**src/rtl/hostPortPkg.sv**
```systemverilog
package hostPortPkg;

  typedef struct packed {
    logic       csN;
    logic       aleA7;
    logic [6:0] addrLo;
    logic       rdDsN;
    logic       wrRwN;
    logic [7:0] data;
  } busPins_t;

  localparam busPins_t PINS_IDLE = '{csN: 1'b1, aleA7: 1'b0, addrLo: 7'h00,
                                     rdDsN: 1'b1, wrRwN: 1'b1, data: 8'h00};

  typedef struct packed {
    logic       wrEn;
    logic [7:0] wrAddr;
    logic [7:0] wrData;
    logic       rdEn;
    logic [7:0] rdAddr;
  } regStrobe_t;

  localparam logic [7:0] ADDR_STATUS = 8'h08;
  localparam logic [7:0] ADDR_ID     = 8'h0F;

endpackage

```
**src/rtl/hostPortSync.sv**
```systemverilog
module hostPortSync #(
  parameter int          W      = 8,
  parameter int          STAGES = 2,
  parameter logic [W-1:0] RST   = '0
) (
  input  logic         clk,
  input  logic         rstN,
  input  logic [W-1:0] din,
  output logic [W-1:0] dout
);
  logic [W-1:0] stageQ [STAGES];

  always_ff @(posedge clk or negedge rstN) begin
    if (!rstN) begin
      for (int i = 0; i < STAGES; i++) stageQ[i] <= RST;
    end else begin
      stageQ[0] <= din;
      for (int i = 1; i < STAGES; i++) stageQ[i] <= stageQ[i-1];
    end
  end

  assign dout = stageQ[STAGES-1];
endmodule

```
**src/rtl/hostPortCtrl.sv**
```systemverilog
module hostPortCtrl
  import hostPortPkg::*;
(
  input  logic       clk,
  input  logic       rstN,
  input  logic       muxSel,
  input  logic       busTypeSel,
  input  busPins_t   pins,
  output regStrobe_t strb
);
  busPins_t   prevPins;
  logic [7:0] latAddr;
  logic       aleRise;
  logic       readCond;
  logic       writeEdge;

  always_ff @(posedge clk or negedge rstN) begin
    if (!rstN) prevPins <= PINS_IDLE;
    else       prevPins <= pins;
  end

  assign aleRise = muxSel && pins.aleA7 && !prevPins.aleA7;

  always_ff @(posedge clk or negedge rstN) begin
    if (!rstN)        latAddr <= 8'h00;
    else if (aleRise) latAddr <= pins.data;
  end

  always_comb begin
    if (busTypeSel) begin
      readCond  = !pins.rdDsN && pins.wrRwN;
      writeEdge = pins.rdDsN && !prevPins.rdDsN && !prevPins.wrRwN;
    end else begin
      readCond  = !pins.rdDsN;
      writeEdge = pins.wrRwN && !prevPins.wrRwN;
    end
  end

  always_comb begin
    strb.rdEn   = !pins.csN && readCond;
    strb.rdAddr = muxSel ? latAddr : {pins.aleA7, pins.addrLo};
    strb.wrEn   = !prevPins.csN && writeEdge;
    strb.wrAddr = muxSel ? latAddr : {prevPins.aleA7, prevPins.addrLo};
    strb.wrData = prevPins.data;
  end

  // a commit is a single-cycle event per strobe release
  a_r3_write_pulse: assert property (@(posedge clk) disable iff (!rstN)
    strb.wrEn |=> !strb.wrEn);

endmodule

```
**src/rtl/hostPortData.sv**
```systemverilog
module hostPortData
  import hostPortPkg::*;
#(
  parameter int         NUM_RW     = 8,
  parameter logic       ID_VARIANT = 1'b1,
  parameter logic [2:0] ID_CODE    = 3'b010,
  parameter logic [3:0] ID_REV     = 4'h3
) (
  input  logic                  clk,
  input  logic                  rstN,
  input  regStrobe_t            strb,
  input  logic [7:0]            evtIn,
  output logic [7:0]            rdData,
  output logic [8*NUM_RW-1:0]   cfgOut,
  output logic                  irqPending
);
  localparam int         IDXW     = (NUM_RW > 1) ? $clog2(NUM_RW) : 1;
  localparam logic [7:0] RW_LIMIT = 8'(NUM_RW);
  localparam logic [7:0] ID_VALUE = {ID_VARIANT, ID_CODE, ID_REV};

  logic [7:0]      regs [NUM_RW];
  logic [7:0]      status;
  logic [7:0]      clrMask;
  logic            wrIsRw;
  logic [IDXW-1:0] wrIdx;
  logic [IDXW-1:0] rdIdx;

  assign wrIsRw  = strb.wrEn && (strb.wrAddr < RW_LIMIT);
  assign wrIdx   = strb.wrAddr[IDXW-1:0];
  assign rdIdx   = strb.rdAddr[IDXW-1:0];
  assign clrMask = (strb.wrEn && strb.wrAddr == ADDR_STATUS) ? strb.wrData : 8'h00;

  always_ff @(posedge clk or negedge rstN) begin
    if (!rstN) begin
      for (int i = 0; i < NUM_RW; i++) regs[i] <= 8'h00;
    end else if (wrIsRw) begin
      regs[wrIdx] <= strb.wrData;
    end
  end

  always_ff @(posedge clk or negedge rstN) begin
    if (!rstN) status <= 8'h00;
    else       status <= (status & ~clrMask) | evtIn;
  end

  for (genvar g = 0; g < NUM_RW; g++) begin : gCfg
    assign cfgOut[g*8 +: 8] = regs[g];
  end

  always_comb begin
    if (strb.rdAddr < RW_LIMIT)          rdData = regs[rdIdx];
    else if (strb.rdAddr == ADDR_STATUS) rdData = status;
    else if (strb.rdAddr == ADDR_ID)     rdData = ID_VALUE;
    else                                 rdData = 8'h00;
  end

  assign irqPending = |status;

  // a committed write to a read/write byte lands there
  a_r9_write_lands: assert property (@(posedge clk) disable iff (!rstN)
    wrIsRw |=> regs[$past(wrIdx)] == $past(strb.wrData));

  // writes outside the read/write and event bytes leave the bytes alone
  a_r8_write_ignored: assert property (@(posedge clk) disable iff (!rstN)
    (strb.wrEn && !(strb.wrAddr < RW_LIMIT)) |=> $stable(cfgOut));

  // bits written as 1 are cleared unless an event sets them again
  a_r10_clear: assert property (@(posedge clk) disable iff (!rstN)
    (strb.wrEn && strb.wrAddr == ADDR_STATUS) |=>
      ((status & $past(strb.wrData) & ~$past(evtIn)) == 8'h00));

  // without a write to the event byte, no set bit drops
  a_r10_sticky: assert property (@(posedge clk) disable iff (!rstN)
    !(strb.wrEn && strb.wrAddr == ADDR_STATUS) |=>
      ((status & $past(status)) == $past(status)));

endmodule

```
**src/rtl/hostRegPort.sv**
```systemverilog
module hostRegPort
  import hostPortPkg::*;
#(
  parameter int         SYNC_STAGES = 2,
  parameter int         NUM_RW      = 8,
  parameter logic       ID_VARIANT  = 1'b1,
  parameter logic [2:0] ID_CODE     = 3'b010,
  parameter logic [3:0] ID_REV      = 4'h3
) (
  input  logic                clk,
  input  logic                rstN,
  input  logic                muxSel,
  input  logic                busTypeSel,
  input  logic                testHiZ,
  input  logic                csN,
  input  logic [6:0]          addrLo,
  input  logic                aleA7,
  input  logic                rdDsN,
  input  logic                wrRwN,
  input  logic [7:0]          dbIn,
  output logic [7:0]          dbOut,
  output logic                dbOe,
  input  logic [7:0]          evtIn,
  output logic [8*NUM_RW-1:0] cfgOut,
  output logic                irqN,
  output logic                irqOe
);
  localparam int PIN_W = $bits(busPins_t);

  busPins_t   rawPins;
  busPins_t   syncPins;
  logic [PIN_W-1:0] syncBits;
  regStrobe_t strb;
  logic [7:0] rdData;
  logic       irqPending;

  assign rawPins = '{csN: csN, aleA7: aleA7, addrLo: addrLo,
                     rdDsN: rdDsN, wrRwN: wrRwN, data: dbIn};

  hostPortSync #(.W(PIN_W), .STAGES(SYNC_STAGES), .RST(PINS_IDLE)) i_sync (
    .clk(clk), .rstN(rstN), .din(rawPins), .dout(syncBits));

  assign syncPins = syncBits;

  hostPortCtrl i_ctrl (
    .clk(clk), .rstN(rstN), .muxSel(muxSel), .busTypeSel(busTypeSel),
    .pins(syncPins), .strb(strb));

  hostPortData #(.NUM_RW(NUM_RW), .ID_VARIANT(ID_VARIANT), .ID_CODE(ID_CODE),
                 .ID_REV(ID_REV)) i_data (
    .clk(clk), .rstN(rstN), .strb(strb), .evtIn(evtIn), .rdData(rdData),
    .cfgOut(cfgOut), .irqPending(irqPending));

  assign dbOe  = strb.rdEn && !testHiZ;
  assign dbOut = strb.rdEn ? rdData : 8'h00;
  assign irqN  = !irqPending;
  assign irqOe = !testHiZ;

endmodule

```
**config.mk**
```make
export PLATFORM = sky130hd
export DESIGN_NAME = hostRegPort
export DESIGN_NICKNAME = d
export VERILOG_FILES = /design/src/rtl/hostPortPkg.sv /design/src/rtl/hostPortSync.sv /design/src/rtl/hostPortCtrl.sv /design/src/rtl/hostPortData.sv /design/src/rtl/hostRegPort.sv
export SDC_FILE = /design/constraint.sdc
export NUM_CORES = 1
export LEC_CHECK = 0
export ABC_AREA = 1
export ABC_CLOCK_PERIOD_IN_PS = 2250
export BUFFER_PORTS_ARGS = -buffer_cell sky130_fd_sc_hd__buf_4
export CORE_MARGIN = 4
export CORE_UTILIZATION = 40
export CTS_BUF_LIST = sky130_fd_sc_hd__clkbuf_4
export DETAILED_ROUTE_END_ITERATION = 10
export GPL_ROUTABILITY_DRIVEN = 0
export PLACE_DENSITY_LB_ADDON = 0.25
export SYNTH_ARGS = -nofsm -noshare
export SYNTH_HDL_FRONTEND = slang
export SYNTH_HIERARCHICAL = 1
export SYNTH_SLANG_ARGS = --single-unit
```
**constraint.sdc**
```tcl
create_clock -name clk -period 2.25 [get_ports clk]
set_input_delay 0.45 -clock clk [delete_from_list [all_inputs] [get_ports clk]]
set_output_delay 0.45 -clock clk [all_outputs]
set_load 0.05 [all_outputs]
```
==> run metrics, run 1 <==
vias in the first global route=between 5000 and 6000; GRT Overall Usage=a little under 20%; Max Freq=roughly 360 MHz; Port Buffers=between 100 and 150; Fin. Hold Viols=0; number of synthesized flops with an enable pin=0; Critical Path RT=roughly 1800 ps; Clock transition at path regs=about 120 ps; Setup Viol. Count Final=8; Slowest Stage Delay on Critical Path=approximately 400 ps; leading area contributor after synthesis=dfrtp_1; Min-Delay Path Depth=3; largest net degree at the start of global routing=62; final wirelength=roughly 17000 um; HP Start=evtIn[5]; setup ws final=-498 ps; CTS tree=yes; post-synth top area share=between 50% and 60%; Clock Path Buffers=2; ratio of total power to cell area=705 nW/um^2; vias=5239; Syn Inst Count=753; # rows=45; Starting DRT DRC Count=405; Startpoint Class=flop; top cells by count, synth=nand2_1 (277), dfrtp_1 (128), nand3_1 (122); top_reg_cell synth=dfrtp_1; DIE HEIGHT=between 100 and 150 um; pre-CTS setup slack=-279 ps; Avg Inst Size Synth=around 8 um^2; cell breakdown of the critical path=inv_2 -> o21ai_4 -> buf_6 -> clkbuf_16 -> nand2_1 -> nand3_1 -> nand3_2 -> nand3_1 -> nand2_1 -> nand2_2 -> clkinvlp_4 -> buf_6; crit share post-route=122%; placed instance count=between 1000 and 1500; die area=roughly 17000 um^2; main area contributors after synthesis=dfrtp_1 (52%), nand2_1 (17%), nand3_1 (9.9%); Post-Route Utilization=52.4%; Num CTS Buffers=17; Worst path slowest cell=dfrtp_1; starting density of the core=40.6%; CORE AREA=~15000 um^2; net count after synthesis=about 790; global-route wire length before repair=about 26000 um; worst-path fanout max=9; worst skew pair latency=around 550 ps; r2r startpoint=i_sync/dout[8]; RSZ-0062 raised after global routing=yes; failing checks=negative setup slack; Final Skew=around 15 ps; share of cells above drive strength 1=between 20% and 30%; Ant. Diodes=0; most numerous cell in the Yosys netlist=nand2_1; Post-DRT Antenna Nets=0; Netlist cell types=24; CP Data Arrival Time=~2300 ps; drt pass-1 iters=6; Min Clock Period, post-route=2750 ps; relative slew slack=58.6%; Pleak=~4.2 nW; Crit. Startpoint=i_sync/dout[10]; CP Capture Type=primary output; cell family with most CP delay=buffers and inverters; CTS sink count=137; Worst VDD drop=approximately 0.64 mV; R2R depth=11; fill cell count=about 1400; Seq/Total Area, Yosys=between 50% and 60%; CTS root buf=clkbuf_4; crit path buf inv count=5; fraction of registers with async set or reset after synthesis=between 90% and 100%; # IOs=roughly 110; DIE WIDTH=roughly 130 um; Via density=4.87; Final #Nets=908; synthesized flop and latch total=approximately 140; status=complete, but fails checks; WHS=about 76 ps; Ys Warns=6; HP Class=in2reg; fin. max-slew vios=0; Worst Tran Pin Value=between 600 and 700 ps; DP Wirelength=12000 um; post-route insts no fill=~1100; Area Growth Syn to Fin=29.1%; gr ovfl total=0; DR DRC count=0; max-cap check violation count=0; Avg WL per Cell=15.5 um; Critical Path Stages=12; Worst Setup Path Type=reg2out; initial antenna violation count=0; mapped cell area=6150 um^2; H-tree levels=4
## routing by layer
metal	vias up	part of all wire [%]	GRT usage, %
li1	2562	-	-
met1	2435	41	24.4
met2	200	49	31.4
met3	42	7.1	4.85
met4	0	3.7	9.22
met5	-	0	0
## registers in the layout (all words and copies together), names as in the netlist
| name | count |
|---|---|
| i_sync/stageQ | 19 |
| i_data/status | 8 |
| i_sync/dout | 19 |
| i_ctrl/prevPins | 11 |
| i_data/cfgOut | 64 |
| i_ctrl/strb | 8 |
| i_ctrl/latAddr | 8 |
## layout make-up
| cell class | count | area [um^2] | area share, % |
|---|---|---|---|
| clock buffers | 19 | 143 | 1.80 |
| clock inverters | 11 | 126 | 1.59 |
| inverters | 94 | 384 | 4.84 |
| multi-input cells | 463 | 2160 | 27.2 |
| flip-flops and latches | 137 | 3440 | 43.3 |
| well taps | 188 | 235 | 2.96 |
| repair buffers | 163 | 1450 | 18.2 |
## cells in the final DEF (no fill, tap or decap), drive strengths merged
master,synthesis,layout
or2,1,1
nand2,283,283
bufinv,0,2
o21a,1,1
dfrtp,128,128
dfstp,9,9
nor4,2,2
nor3,1,1
dlygate4sd3,0,20
clkinv,3,8
inv,91,84
buf,47,142
nand4,9,9
o21ai,16,16
nor2,22,22
clkbuf,12,20
nand3,123,123
clkinvlp,0,11
a21oi,5,5
## what timing repair did
| item | in CTS | in global routing |
|---|---|---|
| pin swaps | 1 | 2 |
| cloned | 0 | 2 |
| setup buffers | 0 | 2 |
| hold endpoints to repair | 69 | 0 |
| hold buffers | 20 | 0 |
| gates resized for setup | 26 | 38 |
| endpoints found under the setup margin | 9 | 9 |
## cells by family after synthesis
| kind of cell | synth area share [%] |
|---|---|
| AOI/OAI and AO/OA | 1.83 |
| DFF | 56.0 |
| and+or+nand+nor | 30.7 |
| buffers and inverters | 11.5 |
## worst paths after layout
check                                         end  slack, ps
min in group asynchronous       i_data/cfgOut[20]        430
worst min register to register     i_sync/dout[0]        360
max in group asynchronous          i_sync/dout[4]       1220
worst min-delay path             i_data/status[5]         80
worst max register to register  i_data/cfgOut[24]        450
worst max-delay path                     dbOut[3]       -500
## metrics by stage
stage	TNS, ps	instance area (um^2)	power, mW
6_report	-3760	7940	5.59
4_1_cts	-3780	7740	5.57
2_1_floorplan	0	6180	3.51
5_1_grt	-5030	7940	5.87
3_5_place_dp	-1950	7180	3.95
3_3_place_gp	-1770	7180	3.94
## power by group
| group | total, mW | internal, mW | switching, mW |
|---|---|---|---|
| registers | 2.78 | 2.62 | 0.154 |
| logic | 1.25 | 0.425 | 0.824 |
| clock network | 1.57 | 0.673 | 0.893 |
| total | 5.59 | 3.72 | 1.87 |
## worst register-to-register path: stages, from the launching register on
cell	delay [ps]
dfstp_2	570
inv_1	40
nand2_1	50
nand2_1	50
nor2_1	90
inv_1	80
nor3_4	200
buf_12	170
buf_4	190
nand2_2	130
nand2_1	90
nand2_1	50
(Power assumes the default switching activity.)
==> run 2, diff against run 1 <==
--- a/config.mk
+++ b/config.mk
@@ -6,10 +6,10 @@
 export NUM_CORES = 1
 export LEC_CHECK = 0
 export ABC_AREA = 1
-export ABC_CLOCK_PERIOD_IN_PS = 2250
+export ABC_CLOCK_PERIOD_IN_PS = 2400
 export BUFFER_PORTS_ARGS = -buffer_cell sky130_fd_sc_hd__buf_4
 export CORE_MARGIN = 4
-export CORE_UTILIZATION = 40
+export CORE_UTILIZATION = 52
 export CTS_BUF_LIST = sky130_fd_sc_hd__clkbuf_4
 export DETAILED_ROUTE_END_ITERATION = 10
 export GPL_ROUTABILITY_DRIVEN = 0
==> constraint.sdc (replaced) <==
create_clock -name clk -period 2.4 [get_ports clk]
set_input_delay 0.48 -clock clk [delete_from_list [all_inputs] [get_ports clk]]
set_output_delay 0.48 -clock clk [all_outputs]
set_load 0.05 [all_outputs]
==> run metrics, run 2 (synthesis gave the netlist of run 1 again) <==
status=complete, but fails checks; failing checks=negative setup slack; largest net degree at the start of global routing=46; vias=about 5500; Clock transition at path regs=between 100 and 150 ps; Top cell by count, worst path=nand3_1; crit path buf inv count=5; Num CTS Buffers=17; vias in the first global route=~5300; top sig layer=met4; sum of negative setup slack=-2320 ps; Startpoint Class=flop; Final Skew=32.7 ps; Min Clock Period, post-route=roughly 2700 ps; Clock Path Buffers=2; Avg WL per Cell=~16 um; DIE HEIGHT=~120 um; gr ovfl total=0; relative slew slack=a little over half; Setup Viol. Count Final=8; Max Freq=between 300 and 400 MHz; cell breakdown of the critical path=inv_2 -> o21ai_4 -> inv_2 -> clkbuf_16 -> nand2_1 -> nand3_1 -> nand3_1 -> nand3_1 -> nand2_1 -> nand2_2 -> clkinvlp_4 -> buf_6; Pwr Total=~5.0 mW; Fin. Hold Viols=0; CTS sink count=137; most common cell after layout, fill and taps aside=nand2_1; most frequent cells in the layout=nand2_1 (260), dfrtp_1 (128), buf_4 (127), nand3_1 (113), inv_1 (80); CTS root buf=clkbuf_4; ratio of total power to cell area=between 600 and 700 nW/um^2; CP Capture Type=primary output; DP Wirelength=11900 um; placed instance count=about 980; post-route insts no fill=roughly 1000; crit share post-route=114%; drt pass-1 iters=6; fin. max-slew vios=0; CORE AREA=between 10000 and 15000 um^2; worst skew pair latency=~560 ps; Starting DRT DRC Count=554; Area Growth Syn to Fin=26.7%; CTS tree=yes; setup ws final=-325 ps; Via density=roughly 5.3; worst-path fanout max=15; DR DRC count=0; pre-CTS setup slack=-90.2 ps; cell family with most CP delay=buffers and inverters; die area=around 14000 um^2; CP Data Arrival Time=2250 ps; Critical Path RT=around 1900 ps; Worst path slowest cell=dfrtp_1; Worst VDD drop=0.412 mV; Final #Nets=911; met1 wire length=roughly 6300 um; # IOs=~110; WHS=between 100 and 150 ps; starting density of the core=a little over half; global-route wire length before repair=between 20000 and 30000 um; RSZ-0062 raised after global routing=yes; Worst Setup Path Type=reg2out; initial antenna violation count=1; DIE WIDTH=roughly 120 um; Slowest Stage Delay on Critical Path=400 ps; DR WL met2=about 8000 um; max-cap check violation count=0; Port Buffers=106; Post-DRT Antenna Nets=0; share of cells above drive strength 1=27.4%; GRT Overall Usage=~26%; number of flip-flops in the largest register=64; met3 wire len=1450 um; Pleak=between 4 and 5 nW; H-tree levels=4; HP Class=in2reg; final wirelength=between 15000 and 20000 um; Worst Tran Pin Value=roughly 680 ps; # rows=39
run 2: what timing repair did:
item / CTS / global route
endpoints found under the setup margin: 8 / 9
setup buffers: 2 / 2
gates resized for setup: 24 / 35
endpoints found under the hold margin: 54 / 1
cloned: 0 / 1
hold buffers: 19 / 1
pin swaps: 1 / 7
run 2: final cells by class:
| type | count | area [um^2] |
|---|---|---|
| Fill cell | 935 | 3730 |
| Sequential cell | 137 | 3440 |
| Multi-Input combinational cell | 463 | 2120 |
| Timing Repair Buffer | 166 | 1450 |
| Inverter | 94 | 375 |
| Tap cell | 143 | 179 |
| Clock buffer | 21 | 158 |
| Clock inverter | 10 | 56.3 |
| Antenna cell | 1 | 2.50 |
run 2: final timing paths:
| kind | depth (start not counted) | endpoint | from | slack [ps] |
|---|---|---|---|---|
| worst max-delay path | 12 | dbOut[7] | i_sync/dout[10] | -330 |
| worst min-delay path | 3 | i_data/status[7] | evtIn[7] | 120 |
| worst max register to register | 8 | i_data/cfgOut[7] | i_ctrl/latAddr[2] | 450 |
| worst min register to register | 0 | i_sync/dout[12] | i_sync/stageQ[31] | 350 |
| max in group asynchronous | 3 | i_data/status[5] | rstN | 1240 |
| min in group asynchronous | 2 | i_data/cfgOut[29] | rstN | 470 |
run 2: layer usage:
metal / up-vias / GRT usage, %
met5: - / 0
met2: 316 / 41.3
met4: 0 / 14.8
met1: 2550 / 31.2
li1: 2559 / -
met3: 78 / 6.79
run 2: power breakdown:
part	leakage, nW	switching (mW)	internal (mW)
Clock	0.124	0.785	0.433
Combinational	2.31	0.770	0.398
Sequential	1.71	0.150	2.46
Total	4.14	1.70	3.29
run 2: worst register-to-register path, delay by kind of cell, from the launching register on:
family | cells | cell delay [ps]
buf+inv | 1 | 110
flops | 1 | 420
compound gates | 1 | 150
simple gates | 6 | 1180
run 2: stage by stage:
stage | area, um^2 | utilization [%]
finish | 7780 | 67.6
global route | 7780 | 67.6
CTS | 7620 | 66.2
detailed placement | 7130 | 61.9
global placement | 7130 | 61.9
floorplan | 6170 | -
